### src/rtl/led_tx_pkg.sv
package led_tx_pkg;

  typedef enum logic [1:0] {
    ST_IDLE  = 2'd0,
    ST_HIGH  = 2'd1,
    ST_LOW   = 2'd2,
    ST_LATCH = 2'd3
  } tx_state_t;

  // nearest whole cycle count for a duration in nanoseconds
  function automatic int ns_to_cycles(input longint hz, input longint ns);
    return int'((hz * ns + 64'd500_000_000) / 64'd1_000_000_000);
  endfunction

  // true when cycles/hz lies within tol_ns of ns
  function automatic bit in_window(input longint hz, input longint cycles,
                                   input longint ns, input longint tol_ns);
    longint diff;
    diff = cycles * 64'd1_000_000_000 - ns * hz;
    if (diff < 0) diff = -diff;
    return (diff <= tol_ns * hz) && (cycles >= 1);
  endfunction

endpackage

### src/rtl/led_tx_timer.sv
module led_tx_timer #(
  parameter int CW = 12
) (
  input  logic          clk,
  input  logic          rst_n,
  input  logic          load,
  input  logic [CW-1:0] load_val,
  output logic          done
);
  logic [CW-1:0] cnt_q;

  always_ff @(posedge clk) begin
    if (!rst_n)           cnt_q <= '0;
    else if (load)        cnt_q <= load_val;
    else if (cnt_q != '0) cnt_q <= cnt_q - 1'b1;
  end

  assign done = (cnt_q == '0);

  // a running phase loses exactly one cycle per clock
  a_r2_count_down: assert property (@(posedge clk) disable iff (!rst_n)
    (!load && cnt_q != '0) |=> (cnt_q == $past(cnt_q) - 1'b1));
endmodule

### src/rtl/led_tx_shifter.sv
module led_tx_shifter #(
  parameter int W = 24
) (
  input  logic         clk,
  input  logic         rst_n,
  input  logic         load,
  input  logic         shift,
  input  logic [W-1:0] d_in,
  output logic         cur_bit,
  output logic         nxt_bit,
  output logic         last_bit
);
  localparam int IW = $clog2(W);
  localparam logic [IW-1:0] LAST_IDX = IW'(W - 1);

  logic [W-1:0]  sr_q;
  logic [IW-1:0] idx_q;

  always_ff @(posedge clk) begin
    if (!rst_n) begin
      sr_q  <= '0;
      idx_q <= '0;
    end else if (load) begin
      sr_q  <= d_in;
      idx_q <= '0;
    end else if (shift) begin
      sr_q  <= {sr_q[W-2:0], 1'b0};
      idx_q <= idx_q + 1'b1;
    end
  end

  assign cur_bit  = sr_q[W-1];
  assign nxt_bit  = sr_q[W-2];
  assign last_bit = (idx_q == LAST_IDX);

  // first bit on the line is the word's top bit
  a_r5_msb_first: assert property (@(posedge clk) disable iff (!rst_n)
    load |=> (cur_bit == $past(d_in[W-1])));
  // each shift advances exactly one bit position
  a_r5_index_steps: assert property (@(posedge clk) disable iff (!rst_n)
    (shift && !load) |=> (idx_q == $past(idx_q) + 1'b1));
endmodule

### src/rtl/led_pulse_tx.sv
module led_pulse_tx #(
  parameter int CLK_HZ = 50_000_000,
  parameter int PIX_W  = 24
) (
  input  logic             clk,
  input  logic             rst_n,
  input  logic             in_valid,
  output logic             in_ready,
  input  logic [PIX_W-1:0] in_data,
  input  logic             in_last,
  output logic             led_out,
  output logic             busy
);
  import led_tx_pkg::*;

  localparam int T0H  = ns_to_cycles(CLK_HZ, 400);
  localparam int T0L  = ns_to_cycles(CLK_HZ, 850);
  localparam int T1H  = ns_to_cycles(CLK_HZ, 800);
  localparam int T1L  = ns_to_cycles(CLK_HZ, 450);
  localparam int TRST = ns_to_cycles(CLK_HZ, 60000);
  localparam int CW   = $clog2(TRST + 1);

  localparam logic [CW-1:0] H0_M1 = CW'(T0H - 1);
  localparam logic [CW-1:0] L0_M1 = CW'(T0L - 1);
  localparam logic [CW-1:0] H1_M1 = CW'(T1H - 1);
  localparam logic [CW-1:0] L1_M1 = CW'(T1L - 1);
  localparam logic [CW-1:0] RS_M1 = CW'(TRST - 1);

  // rounding at this clock keeps every duration inside the window
  initial begin
    a_r4_timing_window: assert (in_window(CLK_HZ, T0H, 400, 150) &&
                                in_window(CLK_HZ, T0L, 850, 150) &&
                                in_window(CLK_HZ, T1H, 800, 150) &&
                                in_window(CLK_HZ, T1L, 450, 150) &&
                                (longint'(TRST) * 64'd1_000_000_000 >
                                 64'd50_000 * longint'(CLK_HZ)))
      else $error("pulse timing cannot be met at CLK_HZ=%0d", CLK_HZ);
  end

  tx_state_t     state_q, state_d;
  logic          last_q;
  logic          tm_load, tm_done;
  logic [CW-1:0] tm_val;
  logic          sh_load, sh_shift, cur_bit, nxt_bit, sh_last;
  logic          final_low, accept;

  led_tx_timer #(.CW(CW)) u_timer (
    .clk(clk), .rst_n(rst_n), .load(tm_load), .load_val(tm_val), .done(tm_done)
  );

  led_tx_shifter #(.W(PIX_W)) u_shift (
    .clk(clk), .rst_n(rst_n), .load(sh_load), .shift(sh_shift), .d_in(in_data),
    .cur_bit(cur_bit), .nxt_bit(nxt_bit), .last_bit(sh_last)
  );

  assign final_low = (state_q == ST_LOW) && tm_done && sh_last;
  assign in_ready  = (state_q == ST_IDLE) || (final_low && !last_q);
  assign accept    = in_valid && in_ready;

  always_comb begin
    state_d  = state_q;
    tm_load  = 1'b0;
    tm_val   = '0;
    sh_load  = 1'b0;
    sh_shift = 1'b0;
    unique case (state_q)
      ST_IDLE: if (accept) begin
        state_d = ST_HIGH;
        sh_load = 1'b1;
        tm_load = 1'b1;
        tm_val  = in_data[PIX_W-1] ? H1_M1 : H0_M1;
      end
      ST_HIGH: if (tm_done) begin
        state_d = ST_LOW;
        tm_load = 1'b1;
        tm_val  = cur_bit ? L1_M1 : L0_M1;
      end
      ST_LOW: if (tm_done) begin
        tm_load = 1'b1;
        if (!sh_last) begin
          state_d  = ST_HIGH;
          sh_shift = 1'b1;
          tm_val   = nxt_bit ? H1_M1 : H0_M1;
        end else if (accept) begin
          state_d = ST_HIGH;
          sh_load = 1'b1;
          tm_val  = in_data[PIX_W-1] ? H1_M1 : H0_M1;
        end else begin
          state_d = ST_LATCH;
          tm_val  = RS_M1;
        end
      end
      ST_LATCH: if (tm_done) state_d = ST_IDLE;
      default: state_d = ST_IDLE;
    endcase
  end

  always_ff @(posedge clk) begin
    if (!rst_n) begin
      state_q <= ST_IDLE;
      last_q  <= 1'b0;
    end else begin
      state_q <= state_d;
      if (accept) last_q <= in_last;
    end
  end

  assign led_out = (state_q == ST_HIGH);
  assign busy    = (state_q != ST_IDLE);

  // an idle line rests low
  a_r1_idle_low: assert property (@(posedge clk) disable iff (!rst_n)
    !busy |-> !led_out);
  // acceptance from idle raises busy
  a_r9_busy_on_accept: assert property (@(posedge clk) disable iff (!rst_n)
    (accept && !busy) |=> busy);
  // latch interval keeps the line low and refuses data
  a_r7_latch_quiet: assert property (@(posedge clk) disable iff (!rst_n)
    (state_q == ST_LATCH) |-> (!led_out && !in_ready && busy));
  // a word taken at the end of a pixel drives high on the next cycle
  a_r6_gapless: assert property (@(posedge clk) disable iff (!rst_n)
    (final_low && accept) |=> led_out);
  // a pixel that ends without a new word goes to the latch interval
  a_r8_starve_latch: assert property (@(posedge clk) disable iff (!rst_n)
    (final_low && !in_valid) |=> (state_q == ST_LATCH));
endmodule

### config.mk
export PLATFORM = sky130hd
export DESIGN_NAME = led_pulse_tx
export DESIGN_NICKNAME = d
export VERILOG_FILES = /design/src/rtl/led_tx_pkg.sv /design/src/rtl/led_tx_timer.sv /design/src/rtl/led_tx_shifter.sv /design/src/rtl/led_pulse_tx.sv
export SDC_FILE = /design/constraint.sdc
export NUM_CORES = 1
export LEC_CHECK = 0
export BUFFER_PORTS_ARGS = -buffer_cell sky130_fd_sc_hd__buf_2
export CAP_MARGIN = 20
export CORE_ASPECT_RATIO = 1.2
export CORE_UTILIZATION = 55
export DETAILED_ROUTE_END_ITERATION = 8
export PLACE_DENSITY = 0.82
export SLEW_MARGIN = 10
export SYNTH_ARGS = -nofsm -noshare
export SYNTH_HDL_FRONTEND = slang
export SYNTH_HIERARCHICAL = 1
export SYNTH_SLANG_ARGS = --single-unit
### constraint.sdc
create_clock -name clk -period 3.3 [get_ports clk]
set_input_delay 0.165 -clock clk [delete_from_list [all_inputs] [get_ports clk]]
set_output_delay 0.165 -clock clk [all_outputs]
set_load 0.1 [all_outputs]
==> summary.txt, run 1 <==
Run status
  – Outcome: finished, final reports clean

CTS
  – Clock buffer depth: 2
  – Num Clock Sinks: 44
  – H-Tree Depth: 2
  – Buffer count from post-CTS setup fixing: 0
  – # resized after CTS: 0
  – CTS buffer count: 5
  – Cts hold-fix bufs: 0
  – CTS tree: built
  – Root Buffer: clkbuf_8
  – Worst-path clk slew: 0.08 ns
  – Skew-Pair Late Insertion Delay: 0.30 ns

Finish
  – Synth-to-layout area growth: 10.3%
  – Layout cells sized above 1: 0.244
  – Fillcell total: 372
  – Fin nets: 338
  – Ant diodes: 0
  – Final core occ: 0.650
  – Layout Cells excl Fill: 359

Timing
  – Highest Clock Rate: 361 MHz
  – Setup Skew: 0.00763 ns
  – RSZ-0062 raised after global routing: false
  – Final min period: 2.77 ns
  – Slew margin rel.: 0.464
  – Fin crit share: 0.839
  – Final Hold Vio Count: 0
  – Worst-margin pin slew: 0.804 ns
  – Final setup vio count: 0
  – Slew Viols, Final: 0
  – Final setup margin: 0.532 ns
  – Final setup TNS: 0 ns

Pwr
  – VDD IR max: 488 uV
  – Static leakage: 0.00137 uW
  – Pwr Total: 2320 uW
  – PwrDens: 820 nW/um^2

Logic synthesis
  – Mapped cell area: 2570 sq um
  – FFs w/ async S/R, synth: 0
  – Synth cell types: 55
  – Synth Instances: 276
  – Mean post-synth cell area: 9.30 sq um
  – Yosys warns: 6
  – Seq/Total Area, Yosys: 0.343
  – EDFF count, synth: 0
  – Synth Flop Type: dfxtp_1
  – FF+latch count, synth: 44

Worst setup path
  – CP max FO: 30
  – CP arrival: 2.96 ns
  – Required time worst endpoint: 3.50 ns
  – Crit path launch type: register
  – Critical path class: register to register
  – Kind of end point of the critical path: register

GRT
  – Largest net degree at the start of global routing: 50
  – GR Util met1: 0.270
  – Gr busiest metal: met2
  – First-pass GRT wire length: 8.75 mm
  – Antenna violations before repair: 0
  – Total GRT Usage: 0.219
  – Vias in the first global route: 2,018
  – GR Overflow Total: 0
  – Met2 GRT Util: 0.377
  – Met3 usage: 0.0461

Job
  – Max cap viols: 0

Route
  – Vias per Instance: 5.86
  – Drt drc: 0
  – Iter 0 DRT Violations: 132
  – Via count of the routed design: 2,103
  – DRT antenna net count: 0
  – WL per Instance: 13.5 microns
  – Routed wire length: 4.84 mm
  – Detailed Routing Iterations Pass 1: 4

Die
  – Initial core utilization: 0.589
  – Core Area: 4360 sq um
  – # rows: 26
  – Num ports: 31
  – DIE HEIGHT: 76.8 microns
  – Die area: 4950 sq um
  – Chip width: 64.4 microns

Place
  – RePlAce Congestion: 0.922
  – DPL Wire Length: 3.38 mm
  – IO buf count: 30
  – Pre-CTS WS: 0.581 ns
  – DP Cell Count: 351

Worst hold path
  – Worst Hold Class: input port to register
==> metrics by stage <==
stage | instance area, sq um | hold WS (ns)
after CTS | 2830 | 0.112
final | 2830 | 0.114
after detailed placement | 2730 | 0.436
after floorplan | 2570 | 0.294
after global placement | 2730 | 0.427
after global routing | 2830 | 0.112
==> state kept, by name, indices dropped and copies added (netlist names) <==
name and flops:
last_q 1, state_q 2, u_shift/idx_q 5, u_shift/sr_q 24
u_timer/cnt_q 12
==> metal layers <==
metal  vias up  part of all wire
met3         5             0.036
li1       1075                 -
met1       980              0.47
met4         0             0.011
met2        43              0.48
met5         -                 0
==> cell type report <==
| type | instances | area [sq um] | share of cell area |
|---|---|---|---|
| flip-flops and latches | 44 | 881 | 0.311 |
| clock buffers | 6 | 72.6 | 0.0256 |
| well taps | 56 | 70.1 | 0.0247 |
| multi-input cells | 208 | 1560 | 0.552 |
| inverters | 10 | 37.5 | 0.0133 |
| repair buffers | 33 | 173 | 0.0610 |
| clock inverters | 2 | 35.0 | 0.0124 |
==> worst max-delay path: stages (launching register included) <==
cell	delay, ns
dfxtp_1	0.34
inv_1	0.10
ha_1	0.18
nor3b_1	0.30
nand3_1	0.23
inv_1	0.31
nand2_1	0.16
nor2_2	0.10
buf_4	0.34
mux2_2	0.39
o211a_1	0.20
==> kinds of logic after synthesis <==
| logic type | share of synthesized area |
|---|---|
| AOI/OAI and AO/OA | 0.231 |
| xor gates and xnor gates | 0.00341 |
| adders and majority gates | 0.0390 |
| buffers and inverters | 0.0502 |
| DFF | 0.343 |
| muxes | 0.113 |
| other | 0.00146 |
| and+or+nand+nor | 0.219 |
==> power by group <==
part           switching, uW  internal (uW)
Combinational            638            457
Clock                    182            225
Sequential               132            690
Total                    953           1370
==> placed cells by master (no fill, tap or decap), types with 2 or more instances in the layout <==
master,Yosys,routed
mux2i_1,3,3
a41oi_1,2,2
o211a_1,23,23
nor2b_1,4,4
nand4_1,4,4
clkbuf_8,0,5
o21ai_1,2,2
o21a_1,3,3
or3b_1,2,2
inv_1,10,10
nor2_1,11,10
buf_2,4,30
o21ai_0,15,15
o311a_1,2,2
nor4_1,3,3
and4b_1,2,2
dfxtp_1,44,44
nand3b_1,5,5
mux2_2,23,23
conb_1,1,2
nand2_1,9,9
buf_4,2,3
ha_1,8,8
or3b_2,2,2
nand3_1,6,6
nand2b_1,25,25
a21oi_1,15,15
a31oi_1,4,4
or4_1,4,4
or3_1,5,5
nor3_1,2,2
==> final timing paths <==
path                                        from         endpoint  slack [ns]  cells after the start
worst max-delay path            u_timer/cnt_q[0]  u_shift/sr_q[4]        0.53                     10
worst min-delay path                  in_data[0]  u_shift/sr_q[0]        0.11                      3
worst max register to register  u_timer/cnt_q[0]  u_shift/sr_q[4]        0.53                     10
worst min register to register            last_q           last_q        0.48                      2
==> cell usage after synthesis (3+ instances only) <==
cell type  count  share of area
o211a_1       23          0.090
nand2b_1      25          0.061
nor2_1        11          0.016
nand4_1        4         0.0097
mux2_2        23           0.10
o21a_1         3         0.0088
a21oi_1       15          0.029
mux2i_1        3          0.012
or4_1          4          0.012
nor2b_1        4         0.0097
inv_1         10          0.015
buf_6          3          0.013
nor4_1         3         0.0073
clkbuf_1       5         0.0073
nand3_1        6          0.012
a31oi_1        4         0.0097
dfxtp_1       44           0.34
buf_2          4         0.0078
nand3b_1       5          0.015
ha_1           8          0.039
or3_1          5          0.012
nand2_1        9          0.013
o21ai_0       15          0.029
(Power assumes the default switching activity.)
==> run 2: changes to the inputs <==
ABC_AREA = 1   (was default)
clock period = 2.88 ns   (was 3.3 ns; I/O delays follow)
==> run 2 against run 1 <==
Net effect:
- final cell count increased by 43%
- worst setup slack worse by 0.054 ns
- synthesized cell count increased by 54%
- synthesized area increased by 3.6%
- routed wire length rose by 16%
- non-clock buffer count increased by 2
- highest routed layer unchanged
==> summary.txt, run 2 <==
Pwr
  – PwrDens: 969 nW/um^2 (+18%)
  – Static leakage: 0.00154 uW (+12%)
  – VDD IR max: 452 uV (-7.4%)
  – Pwr Total: 2840 uW (+22%)

Die
  – Initial core utilization: 0.574 (-0.0145)
  – Chip width: 65.5 microns (+1.7%)
  – DIE HEIGHT: 78.2 microns (+1.7%)
  – Die area: 5120 sq um (+3.5%)
  – # rows: 27 (+3.8%)
  – Num ports: 31 (unchanged)
  – Core Area: 4630 sq um (+6.2%)

CTS
  – CTS buffer count: 5 (unchanged)
  – H-Tree Depth: 2 (unchanged)
  – Cts hold-fix bufs: 0 (unchanged)
  – Buffer count from post-CTS setup fixing: 0 (unchanged)
  – # resized after CTS: 0 (unchanged)
  – Skew-Pair Late Insertion Delay: 0.29 ns (about the same)
  – Worst-path clk slew: 0.09 ns (about the same)
  – Num Clock Sinks: 44 (unchanged)
  – Clock buffer depth: 2 (unchanged)
  – CTS tree: built
  – Root Buffer: clkbuf_8

Finish
  – Fillcell total: 431 (+16%)
  – Most frequent cells in the layout: nand2_1 (143), nand3_1 (61), inv_1 (55)
  – Reg with most FFs: u_shift/sr_q
  – Synth-to-layout area growth: 10.4% (about the same)
  – Most common cell after layout, fill and taps aside: nand2_1
  – FF/Latch Area: 881 sq um (unchanged)
  – Footprint of the multi-input gates: 1470 sq um (-5.8%)
  – Largest register FFs: 24 (unchanged)
  – Registers with the most flip-flops: u_shift/sr_q x24, u_timer/cnt_q x12, u_shift/idx_q x5
  – Fin nets: 492 (+46%)
  – Layout Cells excl Fill: 515 (+43%)
  – Ant diodes: 0 (unchanged)
  – Layout cells sized above 1: 0.133 (-0.111)

Worst setup path
  – R2R Setup Slk: 0.48 ns (-0.05 ns)
  – Required time worst endpoint: 3.08 ns (-0.42 ns)
  – CP max FO: 23 (-23%)
  – Critical path class: register to register
  – R2R depth: 13 (+3)
  – CP arrival: 2.60 ns (-0.36 ns)
  – Kind of end point of the critical path: register
  – Crit path launch type: register

Logic synthesis
  – Seq/Total Area, Yosys: 0.331 (-0.0118)
  – Most common cell in the netlist: nand2_1
  – Mapped cell area: 2660 sq um (+3.6%)
  – Synth cell types: 31 (-44%)
  – Synth Instances: 426 (+54%)
  – Mean post-synth cell area: 6.24 sq um (-33%)
  – FFs w/ async S/R, synth: 0 (unchanged)
  – Yosys warns: 6 (unchanged)
  – FF+latch count, synth: 44 (unchanged)
  – EDFF count, synth: 0 (unchanged)
  – Most frequent cells after synthesis: nand2_1 (143), nand3_1 (61), inv_1 (55)
  – Post-synth top area share: 0.331 (-0.0118)
  – Synth Flop Type: dfxtp_1
  – Largest cells by area after synthesis: dfxtp_1 (33%), nand2_1 (20%), nand3_1 (11%)
  – Synth area leader: dfxtp_1

Route
  – Via count of the routed design: 2,627 (+25%)
  – Routed wire length: 5.62 mm (+16%)
  – WL per Instance: 10.9 microns (-19%)
  – Iter 0 DRT Violations: 177 (+34%)
  – Detailed Routing Iterations Pass 1: 4 (unchanged)
  – Drt drc: 0 (unchanged)
  – Vias per Instance: 5.10 (-13%)
  – DRT antenna net count: 0 (unchanged)

GRT
  – Antenna violations before repair: 0 (unchanged)
  – First-pass GRT wire length: 9.62 mm (+9.9%)
  – Largest net degree at the start of global routing: 29 (-42%)
  – Vias in the first global route: 2,365 (+17%)
  – GR Overflow Total: 0 (unchanged)
  – Total GRT Usage: 0.234 (+0.0153)

Timing
  – Final Hold Vio Count: 0 (unchanged)
  – Slew Viols, Final: 0 (unchanged)
  – Worst-margin pin slew: 0.535 ns (-0.268 ns)
  – Fin crit share: 0.834 (-0.00474)
  – Slew margin rel.: 0.643 (+0.179)
  – Fin Hold WS: 0.0899 ns (-0.0238 ns)
  – RSZ-0062 raised after global routing: false
  – Highest Clock Rate: 416 MHz (+15%)
  – Final min period: 2.40 ns (-0.366 ns)
  – Final setup vio count: 0 (unchanged)
  – Setup Skew: 0.00734 ns (-0.000292 ns)
  – Final setup TNS: 0 ns (unchanged)

Place
  – RePlAce Congestion: 0.937 (+1.7%)
  – IO buf count: 30 (unchanged)
  – DP Cell Count: 507 (+44%)
  – DPL Wire Length: 4.14 mm (+23%)

Job
  – Max cap viols: 0 (unchanged)

Worst hold path
  – Hold path depth: 3 (unchanged)
  – Worst Hold Class: input port to register

Run status
  – Outcome: finished, final reports clean
-- run 2: changes by cell type after synthesis, moves of 5 or more --
cell / previous run / this run
a21oi_1: 15 / 22
clkbuf_1: 5 / 0
inv_1: 10 / 55
mux2_2: 23 / 0
nand2_1: 9 / 143
nand2b_1: 25 / 0
nand3_1: 6 / 61
nor2_1: 11 / 31
o211a_1: 23 / 0
or3_1: 5 / 0
-- run 2: worst max-delay path: stages, from the launching register on --
cell,delay (ns)
dfxtp_1,0.35
inv_1,0.11
ha_1,0.20
nand2_1,0.06
nor2_1,0.11
nand2_1,0.09
inv_1,0.19
nand4_1,0.19
a21oi_2,0.41
inv_2,0.27
nand3_1,0.13
nand3_1,0.08
nand2_1,0.07
inv_1,0.05
-- run 2: area by class of cell --
class                           instances  share of cell area
Timing Repair Buffer                   35              0.0640
Clock buffer                            7              0.0294
Inverter                               60              0.0768
Multi-Input combinational cell        310               0.502
Sequential cell                        44               0.300
Clock inverter                          1             0.00256
Tap cell                               58              0.0247
-- run 2: path summary, 6_finish.rpt --
check                                      start               end
worst max-delay path            u_timer/cnt_q[0]  u_shift/sr_q[23]
worst min-delay path                     in_last            last_q
worst max register to register  u_timer/cnt_q[0]  u_shift/sr_q[23]
worst min register to register            last_q            last_q
-- run 2: logic make-up after synthesis --
kind of cell,share of synthesized area
AO/OA/AOI/OAI,0.0913
XOR/XNOR,0.00329
flip-flops,0.331
adder cells (fa/ha/maj),0.0376
AND/OR/NAND/NOR,0.418
other,0.00141
buffers and inverters,0.117
-- run 2: per-layer routing --
metal  share of wire  GRT usage  routed length [microns]
met1            0.44      0.270                     2470
met2            0.52      0.438                     2900
met3           0.036     0.0392                      204
met4          0.0066     0.0522                       37
met5               0          0                        0
-- run 2: per-stage QoR --
stage	worst slack [ns]	utilization	cell area (sq um)
finish	0.478	0.634	2930
global route	0.214	0.634	2930
CTS	0.537	0.634	2930
detailed placement	0.554	0.614	2840
global placement	0.669	0.614	2840
floorplan	0.232	-	2660
-- run 2: where the power goes --
group | switching [uW] | total (uW) | internal (uW) | leakage, uW
logic | 1080 | 1570 | 488 | 0.00113
clock network | 215 | 410 | 195 | 0.0000445
registers | 120 | 868 | 748 | 0.000361
total | 1410 | 2840 | 1430 | 0.00154
==> run 3: changes to the inputs <==
ABC_AREA = 0   (was 1)
CORE_UTILIZATION = 52   (was 55)
PLACE_DENSITY = 0.81   (was 0.82)
clock period = 2 ns   (was 2.88 ns; I/O delays follow)
==> run 3 against run 2 <==
Net effect:
- the flow now finishes with violations (negative setup slack)
- critical path depth is 2 lower
- sequential power is 58% higher
- design area is 13% higher
- routed wire length increased by 5.9%
- critical path type unchanged
- highest routed layer unchanged
==> summary.txt, run 3 (synthesized netlist as in run 1, its figures left out) <==
Die
  – # rows: 27 (unchanged)
  – Die area: 5220 sq um (+2.1%)
  – Num ports: 31 (unchanged)
  – Initial core utilization: 0.551 (-0.0238)
  – Core Area: 4660 sq um (+0.73%)
  – Chip width: 66.1 microns (+1.0%)
  – DIE HEIGHT: 79.0 microns (+1.0%)

Finish
  – Synth-to-layout area growth: 29.2%
  – Design Area, Final: 3320 sq um (+13%)
  – Layout Cells excl Fill: 394 (-23%)
  – Most common cell after layout, fill and taps aside: dfxtp_1
  – Largest register FFs: 24 (unchanged)
  – Fin nets: 371 (-25%)
  – Ant diodes: 0 (unchanged)
  – Most frequent cells in the layout: dfxtp_1 (41), buf_2 (30), buf_4 (26)
  – Registers with the most flip-flops: u_shift/sr_q x24, u_timer/cnt_q x12, u_shift/idx_q x5
  – Fillcell total: 340 (-21%)
  – Layout cells sized above 1: 0.402 (+0.268)
  – Reg with most FFs: u_shift/sr_q

Worst setup path
  – Delay of the slowest cell on the worst path: 0.34 ns (-0.07 ns)
  – R2R Path Start: u_timer/cnt_q[1]
  – R2R depth: 11 (-2)
  – Required time worst endpoint: 2.20 ns (-0.88 ns)
  – CP arrival: 2.29 ns (-0.31 ns)
  – Crit path launch type: register
  – CP max FO: 12 (-48%)
  – CP Cell Sequence: inv_2 -> ha_4 -> nor3b_4 -> nand3_2 -> inv_4 -> nand2_4 -> nor2_4 -> buf_4 -> buf_16 -> mux2_2 -> o211a_1
  – Critical path class: register to register
  – R2R Setup Slk: -0.1 ns (-0.57 ns)
  – Slowest-stage cell, CP: mux2_2
  – Kind of end point of the critical path: register
  – Worst r2r dst: u_shift/sr_q[11]

Pwr
  – Pwr Total: 4680 uW (+65%)
  – Static leakage: 0.00159 uW (+3.4%)
  – PwrDens: 1410 nW/um^2 (+46%)
  – VDD IR max: 775 uV (+71%)

CTS
  – CTS tree: built
  – Root Buffer: clkbuf_8
  – Worst-path clk slew: 0.08 ns (about the same)
  – Skew-Pair Late Insertion Delay: 0.30 ns (about the same)
  – CTS buffer count: 5 (unchanged)
  – H-Tree Depth: 2 (unchanged)
  – Clock buffer depth: 2 (unchanged)
  – Num Clock Sinks: 44 (unchanged)

Run status
  – Outcome: complete, but fails checks
  – Failing checks: negative setup slack

Worst hold path
  – Worst Hold End: u_shift/sr_q[0]
  – Worst hold start: in_data[0]
  – Worst Hold Class: input port to register
  – Hold path depth: 3 (unchanged)

Place
  – DPL Wire Length: 3.61 mm (-13%)
  – DP Cell Count: 373 (-26%)
  – IO buf count: 30 (unchanged)
  – RePlAce Congestion: 0.900 (-3.9%)
  – DP Area: 2980 sq um (+4.9%)

Route
  – Via count of the routed design: 2,295 (-13%)
  – Routed wire length: 5.95 mm (+5.9%)
  – WL per Instance: 15.1 microns (+38%)
  – DRT antenna net count: 0 (unchanged)
  – Detailed Routing Iterations Pass 1: 4 (unchanged)
  – Drt drc: 0 (unchanged)
  – Iter 0 DRT Violations: 145 (-18%)
  – Vias per Instance: 5.82 (+14%)

Timing
  – Final setup vio count: 24 (+24)
  – RSZ-0062 raised after global routing: true
  – Fin crit share: 1.05 (+0.214)
  – Worst-margin pin slew: 0.513 ns (-0.0227 ns)
  – Slew Viols, Final: 0 (unchanged)
  – Final min period: 2.10 ns (-0.307 ns)
  – Setup Skew: 0.00673 ns (-0.000616 ns)
  – Highest Clock Rate: 477 MHz (+15%)
  – Slew margin rel.: 0.658 (+0.0152)
  – Final setup margin: -0.0953 ns (-0.573 ns)
  – Final Hold Vio Count: 0 (unchanged)

GRT
  – Largest net degree at the start of global routing: 33 (+14%)
  – GR Overflow Total: 0 (unchanged)
  – First-pass GRT wire length: 9.27 mm (-3.6%)
  – Antenna violations before repair: 0 (unchanged)
  – Total GRT Usage: 0.225 (-0.00918)
  – Vias in the first global route: 2,140 (-9.5%)

Job
  – Max cap viols: 0 (unchanged)
-- run 3: layer usage --
metal,part of all wire,track usage,vias to the layer above
met5,0,0,-
met4,0.011,0.0787,0
met3,0.041,0.0503,6
met2,0.50,0.385,55
met1,0.44,0.272,1095
li1,-,-,1139
-- run 3: what timing repair did --
action,in CTS,in global routing
gates resized for setup,4,37
setup buffers,4,6
pin swaps,2,14
setup endpoints to repair,34,43
endpoints found under the hold margin,0,0
hold buffers,0,0
gates cloned,1,3
-- run 3: cell type report --
cell class | instances | area (sq um) | area share
multi-input combinational | 208 | 1710 | 0.516
clock inverter | 3 | 42.5 | 0.0128
sequential | 44 | 885 | 0.267
timing repair inverter | 2 | 15.0 | 0.00452
tap | 58 | 72.6 | 0.0219
timing repair buffer | 64 | 478 | 0.144
inverter | 10 | 45.0 | 0.0136
clock buffer | 5 | 68.8 | 0.0207
-- run 3: worst max-delay path by stage --
stage                     start                to  slack (ns)  depth (start not counted)
5_1_grt        u_timer/cnt_q[0]  u_shift/sr_q[18]       -0.19                         11
3_3_place_gp   u_timer/cnt_q[1]   u_shift/sr_q[3]       0.001                         10
2_1_floorplan  u_timer/cnt_q[1]  u_shift/sr_q[11]       0.001                         10
4_1_cts        u_timer/cnt_q[0]  u_shift/sr_q[11]       -0.04                         10
6_report       u_timer/cnt_q[1]  u_shift/sr_q[11]        -0.1                         11
3_5_place_dp   u_timer/cnt_q[3]  u_timer/cnt_q[4]       -0.09                          9
-- run 3: power by group --
| part | switching [uW] | internal (uW) | total, uW |
|---|---|---|---|
| Sequential | 224 | 1140 | 1370 |
| Combinational | 1380 | 1250 | 2630 |
| Clock | 311 | 370 | 680 |
-- run 3: worst max-delay path, delay by kind of cell, from the launching register on --
kind / cells / cell delay (ns)
buffers and inverters: 4 / 0.46
AOI/OAI and AO/OA: 1 / 0.21
DFF: 1 / 0.33
adders and majority gates: 1 / 0.13
and+or+nand+nor: 4 / 0.52
muxes: 1 / 0.34
-- run 3: metrics by stage --
stage / worst slack [ns] / hold slack, ns / util / TNS (ns)
after detailed placement: -0.0876 / 0.363 / 0.639 / -1.70
final: -0.0953 / 0.0493 / 0.712 / -1.74
after global routing: -0.186 / 0.0616 / 0.712 / -4.76
after global placement: 0.00125 / 0.363 / 0.639 / 0
after floorplan: 0.00134 / 0.229 / - / 0
after CTS: -0.0374 / 0.0390 / 0.680 / -0.574
